==> src/rtl/tmr_pkg.sv <==
package tmr_pkg;
   localparam int DW      = 8;
   localparam int NUM_TMR = 2;
   localparam int REG_AW  = 3;

   localparam logic [REG_AW-1:0] ADDR_CTRL     = 3'd0;
   localparam logic [REG_AW-1:0] ADDR_MODE     = 3'd1;
   localparam int                ADDR_CNT_BASE = 2;

   typedef enum logic [1:0] {
      TM_PRESC13 = 2'd0,
      TM_WIDE16  = 2'd1,
      TM_RELOAD8 = 2'd2,
      TM_SPLIT   = 2'd3
   } tmr_mode_e;

   typedef struct packed {
      logic      gate;
      logic      ext_sel;
      tmr_mode_e mode;
   } tmr_cfg_t;
endpackage

==> src/rtl/tmr_tick_gen.sv <==
module tmr_tick_gen #(
   parameter int DIV = 12
) (
   input  logic clk,
   input  logic rst_n,
   output logic tick
);
   localparam int CW = (DIV > 1) ? $clog2(DIV) : 1;

   logic [CW-1:0] div_cnt;

   assign tick = (div_cnt == CW'(DIV - 1));

   always_ff @(posedge clk or negedge rst_n) begin
      if (!rst_n)    div_cnt <= '0;
      else if (tick) div_cnt <= '0;
      else           div_cnt <= div_cnt + CW'(1);
   end


   tick_single_chk: assert property (@(posedge clk) disable iff (!rst_n)
      tick |=> !tick);
endmodule

==> src/rtl/tmr_pin_sync.sv <==
module tmr_pin_sync #(
   parameter int STAGES = 2
) (
   input  logic clk,
   input  logic rst_n,
   input  logic pin,
   output logic lvl,
   output logic fall
);
   logic [STAGES-1:0] chain;
   logic              prev;

   always_ff @(posedge clk or negedge rst_n) begin
      if (!rst_n) begin
         chain <= '0;
         prev  <= 1'b0;
      end else begin
         chain <= {chain[STAGES-2:0], pin};
         prev  <= chain[STAGES-1];
      end
   end

   assign lvl  = chain[STAGES-1];
   assign fall = prev & ~chain[STAGES-1];


   edge_once_chk: assert property (@(posedge clk) disable iff (!rst_n)
      fall |=> !fall);
endmodule

==> src/rtl/tmr_unit.sv <==
module tmr_unit
   import tmr_pkg::*;
#(
   parameter bit SPLIT_OK = 1'b1,
   parameter int PRESC_W  = 5
) (
   input  logic          clk,
   input  logic          rst_n,
   input  tmr_mode_e     mode,
   input  logic          lo_inc,
   input  logic          hi_inc,
   input  logic          wr_lo,
   input  logic          wr_hi,
   input  logic [DW-1:0] wdata,
   output logic [DW-1:0] lo_q,
   output logic [DW-1:0] hi_q,
   output logic          ovf,
   output logic          hi_ovf
);
   logic [DW-1:0]    lo_n, hi_n;
   logic [DW-1:0]    sp_lo_n, sp_hi_n;
   logic             sp_ovf, sp_hovf;
   logic [PRESC_W:0] pre_sum;
   logic [2*DW:0]    wide_sum;

   generate
      if (SPLIT_OK) begin : g_split
         always_comb begin
            if (lo_inc) {sp_ovf, sp_lo_n} = {1'b0, lo_q} + (DW+1)'(1);
            else        {sp_ovf, sp_lo_n} = {1'b0, lo_q};
            if (hi_inc) {sp_hovf, sp_hi_n} = {1'b0, hi_q} + (DW+1)'(1);
            else        {sp_hovf, sp_hi_n} = {1'b0, hi_q};
         end
      end else begin : g_hold
         logic unused_hi_inc;
         assign unused_hi_inc = hi_inc;
         assign sp_lo_n = lo_q;
         assign sp_hi_n = hi_q;
         assign sp_ovf  = 1'b0;
         assign sp_hovf = 1'b0;


         split_hold_chk: assert property (@(posedge clk) disable iff (!rst_n)
            (mode == TM_SPLIT && !wr_lo && !wr_hi) |=> ($stable(lo_q) && $stable(hi_q)));
      end
   endgenerate

   always_comb begin
      lo_n     = lo_q;
      hi_n     = hi_q;
      ovf      = 1'b0;
      hi_ovf   = 1'b0;
      pre_sum  = {1'b0, lo_q[PRESC_W-1:0]} + (PRESC_W+1)'(1);
      wide_sum = {1'b0, hi_q, lo_q} + (2*DW+1)'(1);
      unique case (mode)
         TM_PRESC13: if (lo_inc) begin
            lo_n[PRESC_W-1:0] = pre_sum[PRESC_W-1:0];
            if (pre_sum[PRESC_W]) {ovf, hi_n} = {1'b0, hi_q} + (DW+1)'(1);
         end
         TM_WIDE16: if (lo_inc) {ovf, hi_n, lo_n} = wide_sum;
         TM_RELOAD8: if (lo_inc) begin
            if (&lo_q) begin
               lo_n = hi_q;
               ovf  = 1'b1;
            end else begin
               lo_n = lo_q + DW'(1);
            end
         end
         TM_SPLIT: begin
            lo_n   = sp_lo_n;
            hi_n   = sp_hi_n;
            ovf    = sp_ovf;
            hi_ovf = sp_hovf;
         end
      endcase
      if (wr_lo) lo_n = wdata;
      if (wr_hi) hi_n = wdata;
   end

   always_ff @(posedge clk or negedge rst_n) begin
      if (!rst_n) begin
         lo_q <= '0;
         hi_q <= '0;
      end else begin
         lo_q <= lo_n;
         hi_q <= hi_n;
      end
   end


   reload_chk: assert property (@(posedge clk) disable iff (!rst_n)
      (mode == TM_RELOAD8 && lo_inc && (&lo_q) && !wr_lo && !wr_hi) |=> (lo_q == $past(hi_q)));


   presc_top_chk: assert property (@(posedge clk) disable iff (!rst_n)
      (mode == TM_PRESC13 && !wr_lo) |=> (lo_q[DW-1:PRESC_W] == $past(lo_q[DW-1:PRESC_W])));
endmodule

==> src/rtl/tmr_pair.sv <==
module tmr_pair
   import tmr_pkg::*;
#(
   parameter int TICK_DIV    = 12,
   parameter int SYNC_STAGES = 2,
   parameter int PRESC_W     = 5
) (
   input  logic              clk,
   input  logic              rst_n,
   input  logic [1:0]        cnt_pin,
   input  logic [1:0]        gate_pin,
   input  logic              reg_we,
   input  logic [REG_AW-1:0] reg_addr,
   input  logic [DW-1:0]     reg_wdata,
   output logic [DW-1:0]     reg_rdata,
   input  logic [1:0]        ack_clr,
   output logic [1:0]        ovf_flag,
   output logic              t1_ovf_pulse
);
   localparam int CFG_W = $bits(tmr_cfg_t);

   if (TICK_DIV < 2)                  begin : g_bad_div  $error("TICK_DIV must be at least 2"); end
   if (SYNC_STAGES < 2)               begin : g_bad_sync $error("SYNC_STAGES must be at least 2"); end
   if (PRESC_W < 1 || PRESC_W >= DW)  begin : g_bad_pre  $error("PRESC_W must lie in 1..DW-1"); end

   logic                 tick;
   logic [DW-1:0]        mode_q;
   logic [NUM_TMR-1:0]   run_q, flag_q, set_ovf;
   logic [NUM_TMR-1:0]   cnt_fall, gate_lvl, cnt_lvl;
   logic [NUM_TMR-1:0]   lo_inc, wr_lo, wr_hi, u_ovf, u_hovf;
   logic [DW-1:0]        lo_q [NUM_TMR];
   logic [DW-1:0]        hi_q [NUM_TMR];
   tmr_cfg_t             cfg  [NUM_TMR];
   logic                 ctrl_wr, t0_split, pulse_q;
   logic                 unused_sig;

   assign ctrl_wr    = reg_we && (reg_addr == ADDR_CTRL);
   assign t0_split   = (cfg[0].mode == TM_SPLIT);
   assign unused_sig = u_hovf[1] ^ (^cnt_lvl) ^ (^gate_lvl[1]);

   tmr_tick_gen #(.DIV(TICK_DIV)) tick_i (.clk(clk), .rst_n(rst_n), .tick(tick));

   genvar i;
   generate
      for (i = 0; i < NUM_TMR; i++) begin : g_tmr
         tmr_pin_sync #(.STAGES(SYNC_STAGES)) cnt_sync_i (
            .clk(clk), .rst_n(rst_n), .pin(cnt_pin[i]), .lvl(cnt_lvl[i]), .fall(cnt_fall[i]));
         logic unused_gate_fall;
         tmr_pin_sync #(.STAGES(SYNC_STAGES)) gate_sync_i (
            .clk(clk), .rst_n(rst_n), .pin(gate_pin[i]), .lvl(gate_lvl[i]), .fall(unused_gate_fall));

         assign cfg[i]  = tmr_cfg_t'(mode_q[CFG_W*i +: CFG_W]);
         assign wr_lo[i] = reg_we && (reg_addr == REG_AW'(ADDR_CNT_BASE + 2*i));
         assign wr_hi[i] = reg_we && (reg_addr == REG_AW'(ADDR_CNT_BASE + 2*i + 1));
         assign lo_inc[i] = run_q[i] && (!cfg[i].gate || gate_lvl[i]) &&
                            (cfg[i].ext_sel ? cnt_fall[i] : tick);

         tmr_unit #(.SPLIT_OK(i == 0), .PRESC_W(PRESC_W)) unit_i (
            .clk(clk), .rst_n(rst_n), .mode(cfg[i].mode),
            .lo_inc(lo_inc[i]),
            .hi_inc((i == 0) ? (run_q[NUM_TMR-1] & tick) : 1'b0),
            .wr_lo(wr_lo[i]), .wr_hi(wr_hi[i]), .wdata(reg_wdata),
            .lo_q(lo_q[i]), .hi_q(hi_q[i]), .ovf(u_ovf[i]), .hi_ovf(u_hovf[i]));

         if (i == NUM_TMR-1) begin : g_last
            assign set_ovf[i] = t0_split ? u_hovf[0] : u_ovf[i];
         end else begin : g_own
            assign set_ovf[i] = u_ovf[i];
         end

         always_ff @(posedge clk or negedge rst_n) begin
            if (!rst_n) begin
               run_q[i]  <= 1'b0;
               flag_q[i] <= 1'b0;
            end else if (ctrl_wr) begin
               run_q[i]  <= reg_wdata[2*i];
               flag_q[i] <= reg_wdata[2*i+1];
            end else if (set_ovf[i]) begin
               flag_q[i] <= 1'b1;
            end else if (ack_clr[i]) begin
               flag_q[i] <= 1'b0;
            end
         end


         flag_set_chk: assert property (@(posedge clk) disable iff (!rst_n)
            (set_ovf[i] && !ctrl_wr) |=> flag_q[i]);

         ack_clr_chk: assert property (@(posedge clk) disable iff (!rst_n)
            (ack_clr[i] && !set_ovf[i] && !ctrl_wr) |=> !flag_q[i]);

         gate_block_chk: assert property (@(posedge clk) disable iff (!rst_n)
            (cfg[i].gate && !gate_lvl[i] && cfg[i].mode != TM_SPLIT && !wr_lo[i] && !wr_hi[i])
            |=> ($stable(lo_q[i]) && $stable(hi_q[i])));
      end
   endgenerate

   always_ff @(posedge clk or negedge rst_n) begin
      if (!rst_n) begin
         mode_q  <= '0;
         pulse_q <= 1'b0;
      end else begin
         if (reg_we && reg_addr == ADDR_MODE) mode_q <= reg_wdata;
         pulse_q <= u_ovf[NUM_TMR-1];
      end
   end

   always_comb begin
      reg_rdata = '0;
      if (reg_addr == ADDR_CTRL) begin
         for (int k = 0; k < NUM_TMR; k++) begin
            reg_rdata[2*k]   = run_q[k];
            reg_rdata[2*k+1] = flag_q[k];
         end
      end else if (reg_addr == ADDR_MODE) begin
         reg_rdata = mode_q;
      end else begin
         for (int k = 0; k < NUM_TMR; k++) begin
            if (reg_addr == REG_AW'(ADDR_CNT_BASE + 2*k))     reg_rdata = lo_q[k];
            if (reg_addr == REG_AW'(ADDR_CNT_BASE + 2*k + 1)) reg_rdata = hi_q[k];
         end
      end
   end

   assign ovf_flag     = flag_q;
   assign t1_ovf_pulse = pulse_q;


   pulse_width_chk: assert property (@(posedge clk) disable iff (!rst_n)
      t1_ovf_pulse |=> !t1_ovf_pulse);
endmodule

==> config.mk <==
export PLATFORM = sky130hd
export DESIGN_NAME = tmr_pair
export DESIGN_NICKNAME = d
export VERILOG_FILES = /design/src/rtl/tmr_pkg.sv /design/src/rtl/tmr_tick_gen.sv /design/src/rtl/tmr_pin_sync.sv /design/src/rtl/tmr_unit.sv /design/src/rtl/tmr_pair.sv
export SDC_FILE = /design/constraint.sdc
export NUM_CORES = 1
export LEC_CHECK = 0
export CAP_MARGIN = 20
export CORE_UTILIZATION = 30
export CTS_BUF_LIST = sky130_fd_sc_hd__clkbuf_2 sky130_fd_sc_hd__clkbuf_4 sky130_fd_sc_hd__clkbuf_8
export CTS_CLUSTER_DIAMETER = 150
export DETAILED_ROUTE_END_ITERATION = 6
export SYNTH_ARGS = -nofsm -noshare
export SYNTH_HDL_FRONTEND = slang
export SYNTH_SLANG_ARGS = --single-unit
==> constraint.sdc <==
create_clock -name clk -period 2.85 [get_ports clk]
set_clock_uncertainty 0.1 [all_clocks]
set_input_delay 0.57 -clock clk [delete_from_list [all_inputs] [get_ports clk]]
set_output_delay 0.57 -clock clk [all_outputs]
set_load 0.02 [all_outputs]
### Yosys cells after proc, flatten, opt, wreduce, memory -nomap -nowiden

Index checks and enable logic that the tools add are counted.
Widths: inputs -> output; s select.

* register bits: 59
* input bits: 20
* output and inout port bits: 11
* word-level logic and storage cells: 149

* add/sub/neg operators: 10
* eq/ne operators: 27
* multiplexer cells: 57
* bitwise operators: 5
* reductions and logical operators: 31

Operators with widths (number)
* $mux 8: 23
* $ne 3x1->1 const B: 14
* $add 16x1->17 const B: 2
* $add 8x1->9 const B: 3
* $pmux 8 s3: 1
* $mux 1: 21
* $pmux 5 s4: 1
* $add 8x1->8 const B: 2
* $pmux 8 s2: 1
* $reduce_and 4->1: 4
* $reduce_and 8->1: 2
* $pmux 5 s3: 1
* $add 5x1->6 const B: 2
* $mux 4: 3
* $reduce_bool 3->1: 4
* $logic_and 1x1->1: 10
* $mux 5: 2
* $pmux 3 s3: 1
* $eq 2x2->1 const B: 4
* $pmux 1 s4: 2
* $reduce_bool 4->1: 2
* $eq 3x2->1 const B: 2
* $eq 3x3->1 const B: 2
* $pmux 3 s2: 1
* other kinds (13): 20

### Longest topological paths before layout

* depth in word-level cells: 9
* mapped depth: 9
* mapped depth without buffers: 8

### By module

From an unflattened synthesis, not the netlist that was laid out.

* cells, all modules: 465
* area, all modules: 4219.0 um^2

Modules (own cells, without submodules)
* tmr_unit (g_tmr[1].unit_i): times used 1, cells an instance 166, area each 1340.0 um^2
* tmr_unit (g_tmr[0].unit_i): times used 1, cells an instance 156, area each 1281.2 um^2
* tmr_pair: times used 1, cells an instance 113, area each 1062.3 um^2
* tmr_pin_sync: times used 4, cells an instance 4, area each 88.8 um^2
* tmr_tick_gen: times used 1, cells an instance 14, area each 180.2 um^2

### Worst setup path after synthesis

OpenSTA, ideal clock, no wires.

* path kind: input to output
* start point: input port reg_addr[0]
* end point: output port reg_rdata[2]
* arrival time: 1.994 ns
* path slack: 0.186 ns
* stages: 4
* buffers on the path: 3
* path through: buf_2 buf_2 buf_1 o41ai_1

* cells in the longest elaborated chain, start to end: 7
* elaborated cells on any way between the ends: 12
* those cells by class: 5 x eq/ne; 6 x mux; 1 x reduce/logical

Ends and longest elaborated chain
* start: declaration: RTL line tmr_pair.sv:13 `input logic [REG_AW-1:0] reg_addr,`
* $eq 3x2->1: RTL line tmr_pair.sv:119 `if (reg_addr == REG_AW'(ADDR_CNT_BASE + 2*k)) reg_rdata = lo_q[k];`
* $mux 8: RTL line tmr_pair.sv:119
* $mux 8: RTL line tmr_pair.sv:120 `if (reg_addr == REG_AW'(ADDR_CNT_BASE + 2*k + 1)) reg_rdata = hi_q[k];`
* $mux 8: RTL line tmr_pair.sv:119
* $mux 8: RTL line tmr_pair.sv:120
* $mux 8: RTL line tmr_pair.sv:115 `end else if (reg_addr == ADDR_MODE) begin`
* $mux 4 (*): RTL line tmr_pair.sv:110 `if (reg_addr == ADDR_CTRL) begin`
* end: declaration: RTL line tmr_pair.sv:15 `output logic [DW-1:0] reg_rdata,`

Every way passes the cells marked *; elsewhere a longest branch is shown, timed or not.

### Final worst setup path

* start point: input port reg_addr[2]
* end point: output port reg_rdata[7]

The elaborated chain is that of the path after synthesis.

==> metrics.txt <==
run status finished clean; first-pass GRT wire length roughly 19000 um; Setup crit start kind input port; Worst Setup SP reg_addr[2]; Tot Pwr between 0.003 and 0.004 W; global-route met2 utilization 0.302; crit path cell chain dlygate4sd2_1, buf_6, mux2_2, a22oi_1, o22ai_1, clkdlybuf4s15_1; unrepaired setup endpoints after global routing no; Vias/cell 5.44; Crit path largest cell delay 0.34 ns; Reg2Reg Setup Slack 0.39 ns; Clock Root Buffer clkbuf_8; Distinct cells, synth 65; worst setup margin roughly 0.15 ns; Final period util 0.946; vias in the first global route 3538; critical path endpoint reg_rdata[7]; number of fill cells between 1k and 1.5k; row cnt between 40 and 50; maxcap violations 0; Pre-antenna DRT Iters 5; FF+latch count, synth 59; WL/cell 17.8 um; CTS Sinks 59; R2R Path Start mode_q[5]$_DFFE_PN0P_; critical path type input port to output port; GR Util met3 0.0431; critical path's slowest cell dlygate4sd2_1; clk_lat worst skew ~0.36 ns; CP Data Arrival Time 2.03 ns; largest net degree at the start of global routing 32; YS warnings 0; die width roughly 120 um; Crit Reg-Reg Endpoint g_tmr[1].unit_i.hi_q[5]$_DFFE_PN0P_; die area 13500 um^2; cell count after synthesis ~450; CP max FO 14; EDFF count, synth 0; CTS clock-pin slew for the worst setup and hold paths 0.08 ns; Num CTS Buffers 9; Hold Crit Class input port to async pin; htree depth 3; GR Overflow Total 0; Vias 3660; clock tree buffer depth 2; CTS tree done; Slew Viols, Final 0; fraction of layout cells with a size suffix above 1 0.168; setup violators final 0; Worst Path Required 2.18 ns; Layout area overhead 22.7%; Slew @ Worst Pin just over 0.7 ns; initial antenna violation count 1; Post-layout nets 530; Initial Utilization 0.308; Syn Area/Cell 8.72 um^2; synthesized cell area 3900 um^2; Power Density 781 nW/um^2; Syn Nets around 480; sequential area share after synthesis 0.378; Placeable Area 12700 um^2; antenna cells 0; met1 Track Usage GR 0.251; DPL Wire Length 8930 um; R2R depth 8; max_slew headroom 0.511; num ports 31; CP Capture Type output port; GRT busiest layer met2; top_reg_cell synth dfrtp_1; GRT Total Usage 0.191; routability cong. 0.915; Async SR Flop Fraction 1.00; Tmin final 2.70 ns; VDD IR max 0.000277 V; # DRC 0; DRT antenna net count 0; I/O Buffers 30; pre-CTS setup slack -0.457 ns; Die Height ~120 um; Pleak 1.88 nW; endpoints failing hold 0; final WL between 10000 and 15000 um; fmax 0.371 GHz; 1st-iter DRT viols approximately 260
==> cells in the final DEF (no fill, tap or decap), types with 9 or more instances in the layout <==
cell type	instances
nand2_1	61
dfrtp_1	59
nor2_1	36
o21ai_0	32
a21oi_1	22
buf_4	22
clkdlybuf4s50_1	18
inv_1	14
xnor2_1	14
ha_1	14
nand3_1	13
nor3_1	11
nand2b_1	10
mux2i_1	9
o31ai_1	9
clkbuf_8	9
==> synthesized netlist by cell type (2+ instances only) <==
library cell,number,area [um^2]
a211oi_1,2,15.0
a21oi_1,24,120
a221o_1,2,20.0
a221oi_1,2,17.5
a22oi_1,6,45.0
a31oi_1,6,37.5
and2_1,3,18.8
and3_1,7,43.8
and4_1,3,26.3
buf_1,2,7.51
buf_2,5,25.0
clkbuf_1,11,41.3
dfrtp_1,59,1480
ha_1,14,175
inv_1,15,56.3
mux2_2,7,78.8
mux2i_1,10,100
nand2_1,62,233
nand2b_1,10,62.6
nand3_1,13,65.1
nand4_1,4,25.0
nor2_1,36,135
nor2b_1,5,31.3
nor3_1,11,55.1
nor3b_2,2,25.0
nor4_1,3,18.8
nor4b_2,2,30.0
o211ai_1,6,45.0
o21a_1,2,15.0
o21ai_0,32,160
o21ai_1,6,30.0
o22a_1,2,17.5
o22ai_1,6,37.5
o31ai_1,10,75.1
o32ai_1,2,17.5
or2_2,3,18.8
or3_1,5,31.3
xnor2_1,14,123
xor2_1,8,70.1
==> metrics by stage <==
step           utilization  area, um^2  setup TNS, ns  std cells  hold slack, ns
6_report             0.378        4790              0        673           0.152
2_1_floorplan            -        3910              0        448           0.174
5_1_grt              0.378        4790              0        673           0.199
3_3_place_gp         0.357        4520          -3.03        654           0.233
4_1_cts              0.373        4730        -0.0119        670           0.167
3_5_place_dp         0.357        4520          -3.28        654           0.237
==> metal layers <==
metal  vias to the layer above  part of all wire
met5                         -            0.0011
li1                       1723                 -
met1                      1770              0.45
met2                       139              0.46
met3                        26             0.067
met4                         2             0.023
==> cells by family after synthesis <==
group,Yosys count,share of synthesized area
compound gates,125,0.213
xor+xnor,22,0.0493
fa+ha+maj,14,0.0449
buf+inv,33,0.0333
flops,59,0.378
mux,18,0.0516
simple gates,177,0.230
==> where the power goes <==
part	switching, W	leakage (nW)	internal [W]
clock network	0.000371	0.101	0.000428
registers	0.000395	0.705	0.00106
logic	0.000825	1.07	0.000660
total	0.00159	1.88	0.00215
==> what timing repair did <==
action | 4_1_cts | 5_1_grt
setup buffers | 0 | 3
setup endpoints to repair | 8 | 8
hold buffers | 0 | 0
pin swaps | 0 | 1
endpoints found under the hold margin | 0 | 0
resized for setup | 33 | 14
==> sequential cells by signal, indices dropped and copies added (netlist names) <==
name,flops
ovf_flag,2
mode_q,8
g_tmr.gate_sync_i.chain,4
run_q,2
t1_ovf_pulse,1
g_tmr.unit_i.hi_q,16
g_tmr.cnt_sync_i.chain,4
g_tmr.cnt_sync_i.prev,2
g_tmr.unit_i.lo_q,16
tick_i.div_cnt,4
==> worst min path at each step <==
stage                                                        from                                      end  slack, ns  cells after the start
after floorplan                                             rst_n   g_tmr[0].cnt_sync_i.chain[0]$_DFF_PN0_       0.17                      0
after global placement    g_tmr[0].gate_sync_i.chain[0]$_DFF_PN0_  g_tmr[0].gate_sync_i.chain[1]$_DFF_PN0_       0.23                      0
after detailed placement  g_tmr[1].gate_sync_i.chain[0]$_DFF_PN0_  g_tmr[1].gate_sync_i.chain[1]$_DFF_PN0_       0.24                      0
after CTS                                                   rst_n      g_tmr[1].unit_i.hi_q[2]$_DFFE_PN0P_       0.17                      1
after global routing                                        rst_n      g_tmr[1].unit_i.hi_q[2]$_DFFE_PN0P_       0.20                      1
final                                                       rst_n      g_tmr[1].unit_i.hi_q[2]$_DFFE_PN0P_       0.15                      1
==> area by class of cell <==
cell class / instances / area (um^2) / share of cell area
Multi-Input combinational cell: 356 / 2350 / 0.489
Tap cell: 172 / 215 / 0.0449
Inverter: 15 / 56.3 / 0.0117
Clock buffer: 11 / 139 / 0.0290
Timing Repair Buffer: 55 / 497 / 0.104
Clock inverter: 5 / 63.8 / 0.0133
Sequential cell: 59 / 1480 / 0.308
==> worst max-delay path, delay by kind of cell <==
kind,cells,cell delay (ns)
mux,1,0.34
compound gates,2,0.28
buf+inv,3,0.85
Power figures use the tool's default switching activity.
